$ cat src/rtl/npc_pkg.sv
package npc_pkg;

  typedef enum logic [3:0] {
    FK_SEQ    = 4'd0,
    FK_EQ     = 4'd1,
    FK_NE     = 4'd2,
    FK_LTZ    = 4'd3,
    FK_GEZ    = 4'd4,
    FK_GTZ    = 4'd5,
    FK_LEZ    = 4'd6,
    FK_LTZ_LK = 4'd7,
    FK_GEZ_LK = 4'd8,
    FK_JDIR   = 4'd9,
    FK_JDIR_LK= 4'd10,
    FK_JREG   = 4'd11,
    FK_JREG_LK= 4'd12
  } flow_kind_e;

  function automatic logic is_cond_branch(input flow_kind_e k);
    return (k inside {FK_EQ, FK_NE, FK_LTZ, FK_GEZ, FK_GTZ, FK_LEZ,
                      FK_LTZ_LK, FK_GEZ_LK});
  endfunction

  function automatic logic is_link_branch(input flow_kind_e k);
    return (k == FK_LTZ_LK) || (k == FK_GEZ_LK);
  endfunction

  function automatic logic is_dir_jump(input flow_kind_e k);
    return (k == FK_JDIR) || (k == FK_JDIR_LK);
  endfunction

  function automatic logic is_reg_jump(input flow_kind_e k);
    return (k == FK_JREG) || (k == FK_JREG_LK);
  endfunction

endpackage

$ cat src/rtl/npc_cond.sv
module npc_cond
  import npc_pkg::*;
#(
  parameter int XLEN = 32
) (
  input  flow_kind_e        kind,
  input  logic [XLEN-1:0]   opa,
  input  logic [XLEN-1:0]   opb,
  output logic              taken
);

  function automatic logic sgn_neg(input logic [XLEN-1:0] v);
    return v[XLEN-1];
  endfunction

  function automatic logic all_zero(input logic [XLEN-1:0] v);
    return (v == '0);
  endfunction

  logic neg_a, zero_a, same_ab;

  always_comb begin
    neg_a   = sgn_neg(opa);
    zero_a  = all_zero(opa);
    same_ab = (opa == opb);
  end

  always_comb begin
    unique case (kind)
      FK_EQ:                taken = same_ab;
      FK_NE:                taken = !same_ab;
      FK_LTZ, FK_LTZ_LK:    taken = neg_a;
      FK_GEZ, FK_GEZ_LK:    taken = !neg_a;
      FK_GTZ:               taken = !neg_a && !zero_a;
      FK_LEZ:               taken = neg_a || zero_a;
      default:              taken = 1'b0;
    endcase
  end


  always_comb begin
    if (kind == FK_GTZ && taken) begin
      gtz_excl_chk: assert (!opa[XLEN-1] && (opa != '0))
        else $error("greater-than-zero taken on non-positive value");
    end
  end

endmodule

$ cat src/rtl/npc_target.sv
module npc_target #(
  parameter int XLEN   = 32,
  parameter int OFF_W  = 16,
  parameter int JIDX_W = 26
) (
  input  logic [XLEN-1:0]   pc_cur,
  input  logic [OFF_W-1:0]  disp,
  input  logic [JIDX_W-1:0] jidx,
  output logic [XLEN-1:0]   seq_pc,
  output logic [XLEN-1:0]   br_pc,
  output logic [XLEN-1:0]   jd_pc
);

  localparam int INSN_BYTES = 4;
  localparam int ALIGN_W    = 2;
  localparam int REGION_W   = XLEN - JIDX_W - ALIGN_W;
  localparam int SEXT_W     = XLEN - OFF_W - ALIGN_W;

  function automatic logic [XLEN-1:0] step_seq(input logic [XLEN-1:0] pc);
    return pc + XLEN'(INSN_BYTES);
  endfunction

  function automatic logic [XLEN-1:0] word_disp(input logic [OFF_W-1:0] d);
    return {{SEXT_W{d[OFF_W-1]}}, d, {ALIGN_W{1'b0}}};
  endfunction

  function automatic logic [XLEN-1:0] region_join(input logic [XLEN-1:0] s,
                                                  input logic [JIDX_W-1:0] j);
    return {s[XLEN-1 -: REGION_W], j, {ALIGN_W{1'b0}}};
  endfunction

  always_comb begin
    seq_pc = step_seq(pc_cur);
    br_pc  = seq_pc + word_disp(disp);
    jd_pc  = region_join(seq_pc, jidx);
  end


  always_comb begin
    jd_align_chk: assert (jd_pc[ALIGN_W-1:0] == '0)
      else $error("direct jump target not word aligned");
  end

endmodule

$ cat src/rtl/npc_link.sv
module npc_link
  import npc_pkg::*;
#(
  parameter int XLEN     = 32,
  parameter int RIDX_W   = 5,
  parameter int LINK_REG = 31
) (
  input  flow_kind_e        kind,
  input  logic              taken,
  input  logic [RIDX_W-1:0] dst_idx,
  input  logic [XLEN-1:0]   seq_pc,
  output logic              we,
  output logic [RIDX_W-1:0] idx,
  output logic [XLEN-1:0]   val
);

  localparam logic [RIDX_W-1:0] RA_IDX = RIDX_W'(LINK_REG);

  logic want_link;

  always_comb begin
    want_link = (is_link_branch(kind) && taken) ||
                (kind == FK_JDIR_LK) || (kind == FK_JREG_LK);
    we  = want_link;
    idx = '0;
    val = '0;
    if (want_link) begin
      idx = (kind == FK_JREG_LK) ? dst_idx : RA_IDX;
      val = seq_pc;
    end
  end

endmodule

$ cat src/rtl/npc_unit.sv
module npc_unit
  import npc_pkg::*;
#(
  parameter int XLEN     = 32,
  parameter int OFF_W    = 16,
  parameter int JIDX_W   = 26,
  parameter int RIDX_W   = 5,
  parameter int KIND_W   = 4,
  parameter int LINK_REG = 31
) (
  input  logic [XLEN-1:0]   pc_cur,
  input  logic [KIND_W-1:0] flow_kind,
  input  logic [OFF_W-1:0]  br_disp,
  input  logic [JIDX_W-1:0] jmp_index,
  input  logic [XLEN-1:0]   src_a,
  input  logic [XLEN-1:0]   src_b,
  input  logic [RIDX_W-1:0] dst_idx,
  output logic [XLEN-1:0]   pc_next,
  output logic              link_we,
  output logic [RIDX_W-1:0] link_idx,
  output logic [XLEN-1:0]   link_val
);

  localparam int REGION_W = XLEN - JIDX_W - 2;

  flow_kind_e      kind;
  logic            br_taken;
  logic [XLEN-1:0] seq_pc, br_pc, jd_pc;
  logic            sel_br, sel_jd, sel_jr;

  assign kind = flow_kind_e'(flow_kind);

  npc_cond #(.XLEN(XLEN)) u_cond (
    .kind (kind),
    .opa  (src_a),
    .opb  (src_b),
    .taken(br_taken)
  );

  npc_target #(.XLEN(XLEN), .OFF_W(OFF_W), .JIDX_W(JIDX_W)) u_tgt (
    .pc_cur(pc_cur),
    .disp  (br_disp),
    .jidx  (jmp_index),
    .seq_pc(seq_pc),
    .br_pc (br_pc),
    .jd_pc (jd_pc)
  );

  npc_link #(.XLEN(XLEN), .RIDX_W(RIDX_W), .LINK_REG(LINK_REG)) u_link (
    .kind   (kind),
    .taken  (br_taken),
    .dst_idx(dst_idx),
    .seq_pc (seq_pc),
    .we     (link_we),
    .idx    (link_idx),
    .val    (link_val)
  );

  always_comb begin
    sel_br = is_cond_branch(kind) && br_taken;
    sel_jd = is_dir_jump(kind);
    sel_jr = is_reg_jump(kind);
    if (sel_jr)      pc_next = src_a;
    else if (sel_jd) pc_next = jd_pc;
    else if (sel_br) pc_next = br_pc;
    else             pc_next = seq_pc;
  end


  always_comb begin
    if (!sel_br && !sel_jd && !sel_jr) begin
      seq_default_chk: assert (pc_next == pc_cur + XLEN'(4))
        else $error("fall-through address wrong");
    end
  end


  always_comb begin
    if (link_we && is_link_branch(kind)) begin
      link_taken_chk: assert (br_taken)
        else $error("link raised on untaken branch");
    end
  end


  always_comb begin
    if (link_we && kind != FK_JREG_LK) begin
      link_ra_chk: assert (link_idx == RIDX_W'(LINK_REG) && link_val == pc_cur + XLEN'(4))
        else $error("link index or value wrong");
    end
  end


  always_comb begin
    if (!link_we) begin
      link_quiet_chk: assert (link_idx == '0 && link_val == '0)
        else $error("link fields not zero while idle");
    end
  end


  always_comb begin
    if (sel_jd) begin
      jd_region_chk: assert (pc_next[XLEN-1 -: REGION_W] == seq_pc[XLEN-1 -: REGION_W])
        else $error("direct jump left its region");
    end
  end


  always_comb begin
    if (sel_jr) begin
      jr_pass_chk: assert (pc_next == src_a)
        else $error("register jump target altered");
    end
  end

endmodule

$ cat config.mk
export PLATFORM = sky130hd
export DESIGN_NAME = npc_unit
export DESIGN_NICKNAME = d
export VERILOG_FILES = /design/src/rtl/npc_pkg.sv /design/src/rtl/npc_cond.sv /design/src/rtl/npc_target.sv /design/src/rtl/npc_link.sv /design/src/rtl/npc_unit.sv
export SDC_FILE = /design/constraint.sdc
export NUM_CORES = 1
export LEC_CHECK = 0
export CAP_MARGIN = 5
export CORE_MARGIN = 1.5
export CORE_UTILIZATION = 38
export DETAILED_ROUTE_END_ITERATION = 16
export PLACE_DENSITY = 0.81
export SETUP_SLACK_MARGIN = 0.1
export SYNTH_ARGS = -nofsm -noshare
export SYNTH_HDL_FRONTEND = slang
export SYNTH_SLANG_ARGS = --single-unit
$ cat constraint.sdc
create_clock -name vclk -period 8.4
set_clock_uncertainty 0.15 [all_clocks]
set_input_delay 2.52 -clock vclk [all_inputs]
set_output_delay 2.52 -clock vclk [all_outputs]
set_load 0.05 [all_outputs]
==> flow_summary.json <==
{
  "register_area_um2": 0,
  "peakVddDrop_mv": 0.0696,
  "cp.required_ps": 5730,
  "tightest_slew_ps": 614,
  "setup_slack_ps": -625,
  "synth.distinct_cells": 64,
  "vias": 7333,
  "gp_congestion": 1.08,
  "area_growth_pct": 121,
  "die_h_um": 106,
  "top_layer": "met4",
  "cp-end-kind": "primary output",
  "drt-total-wl_mm": 28.7,
  "die_w_um": 106,
  "setup_viol": 20,
  "maxSlewViolCount": 0,
  "crit_type": "input port to primary output",
  "rsz0062_at_grt": "true",
  "synth_fp_nets": 791,
  "numPortBuffers": 217,
  "seq_cells": 0,
  "floorplan.initialDensity": 0.392,
  "nets": 1184,
  "synth_top_area_frac": 0.114,
  "post-route-period-util": 1.07,
  "dieArea_um2": 11300,
  "routed_via_density": 6.47,
  "netlist_area_um2": 4060,
  "mostFrequentLayoutCell": "buf_4",
  "synth_cells": 606,
  "synth_adder_area_share": 0.119,
  "fmaxAchievable_mhz": 111,
  "critPathTopFamily": "simple AND/OR/NAND/NOR gates",
  "diodes": 0,
  "synthSimpleGateAreaFrac": 0.311,
  "grt_pass1_vias": 6720,
  "grt_max_degree": 36,
  "drt_iter0_drc": 650,
  "ios": 217,
  "grt_usage": 0.396,
  "drive_gt1_frac": 0.404,
  "synth.area.mux_share": 0.0370,
  "min_period_ps": 9030,
  "synth.top_cells.by_area": "ha_1 (11%), xor2_1 (11%), xnor2_1 (6.9%)",
  "detail_route.wl_per_cell_um": 25.3,
  "wl_met3_mm": 3.32,
  "crit_arrival_ps": 6360,
  "synth_top_family_by_area": "simple AND/OR/NAND/NOR gates",
  "stdcell_count": 1133,
  "slew-limit-headroom": 0.589,
  "crit_slowest_cell": "or4_4",
  "synth_xor_area_frac": 0.177,
  "drc": 0,
  "status": "complete, but fails checks",
  "grt_overflow": 0,
  "synth_compound_area_frac": 0.289,
  "grt_pass1_wl_mm": 35.3,
  "cellPowerDensity_nw_per_um2": 97.4,
  "yosysWarnings": 0,
  "cap_violations": 0,
  "p_leak_nw": 3.97,
  "cp_cell_sequence": "buf_6 -> and4_4 -> buf_4 -> nand4_1 -> xnor2_2 -> ha_4 -> and3_4 -> nand3_4 -> a211o_1 -> and2_4 -> o211a_4 -> or4_4 -> a31oi_4 -> a2111oi_4 -> o211ai_1 -> buf_4",
  "slowest_delay_ps": 560,
  "core_area_um2": 10400,
  "mostFrequentLayoutCells": "buf_4 (197), clkdlybuf4s50_1 (160), nor2_1 (57)",
  "crit_top_cell": "buf_4",
  "ant_nets": 0,
  "firstDrtPassIters": 8,
  "crit_buf_inv": 3,
  "met2_length_mm": 13.1,
  "violations": "setup timing",
  "wl_met1_mm": 9.36,
  "critPathLaunchType": "input port",
  "synth_seq_area_share": 0,
  "num_rows": 37,
  "fillers": 508,
  "hold_path.class": "input port to primary output",
  "avgSynthCellArea_um2": 6.70,
  "clock_buffer_count": 0,
  "hold_viol_final": 0,
  "p_total_w": 0.000876,
  "critPathMaxFanout": 4,
  "antenna_found_initial": 0,
  "yosysTopAreaCell": "ha_1",
  "place_inst": 1089,
  "hpwl_mm": 17.9
}
==> metal layers <==
metal  global-route usage  vias up
met5                    0        -
met4                0.249        0
met3               0.0773      278
met2                0.697      693
met1                0.435     3362
li1                     -     3000
==> layout make-up <==
type,instances,area [um^2],share of cell area
Tap cell,136,170,0.0189
Multi-Input combinational cell,554,4750,0.528
Timing Repair Buffer,418,3980,0.443
Inverter,25,93.8,0.0104
==> logic make-up (layout without fill, tap and decap cells) <==
kind of cell / after synthesis / in the layout
and+or+nand+nor: 246 / 246
AOI/OAI and AO/OA: 173 / 173
xor gates and xnor gates: 82 / 82
buffers and inverters: 52 / 443
adders and majority gates: 38 / 38
muxes: 15 / 15
==> where the power goes <==
group,internal (W),switching [W]
Sequential,0,0
Combinational,0.000402,0.000473
Clock,0,0
Total,0.000402,0.000473
==> timing repair <==
| action | 4_1_cts | 5_1_grt |
|---|---|---|
| buffers inserted | 23 | 24 |
| gates cloned | 0 | 0 |
| pin swaps | 72 | 76 |
| gates resized for setup | 153 | 97 |
| hold buffers | 0 | 0 |
| endpoints found under the setup margin | 24 | 28 |
==> cells in the mapped netlist (2+ instances only) <==
library cell	instances
nor2_1	65
nand2_1	57
xor2_1	50
ha_1	37
a21oi_1	35
xnor2_1	32
inv_1	25
a21o_1	24
nand3_1	22
o21ai_0	21
a211oi_1	17
nor3_1	17
clkbuf_1	16
nor4_1	16
mux2i_1	15
nor2b_1	15
nand4_1	12
o21ai_1	12
and2_1	9
o21a_1	9
a211o_1	7
a31oi_1	6
and3_1	6
o21bai_1	6
o31ai_1	6
a22oi_1	4
a311oi_1	4
clkbuf_8	4
and4_1	3
buf_2	3
o211a_1	3
o211ai_1	3
o221ai_1	3
o22ai_1	3
or2_2	3
and2_4	2
buf_6	2
nand2b_1	2
nand3_2	2
nor3_2	2
nor4_4	2
or3_1	2
==> through the flow <==
step           TNS, ps  setup slack, ps  utilization  hold WS (ps)  cell area (um^2)
6_report         -5680             -625        0.867          5580              8990
5_1_grt          -6400             -656        0.867          5560              8990
4_1_cts          -1480             -450        0.808          5620              8380
3_5_place_dp    -11260             -892        0.750          5610              7770
3_3_place_gp     -8980             -804        0.750          5610              7770
2_1_floorplan     -292             -292            -          5070              4140
==> worst min-delay path, cell delays in order <==
cell	delay, ps
buf_2	170
ha_4	180
and2_1	140
buf_4	210
==> worst paths after layout <==
kind / startpoint / end / depth (start not counted)
worst max-delay path: pc_cur[5] / pc_next[31] / 16
worst min-delay path: pc_cur[3] / link_val[3] / 4
Note: power is estimated with default switching activity, not from simulation.
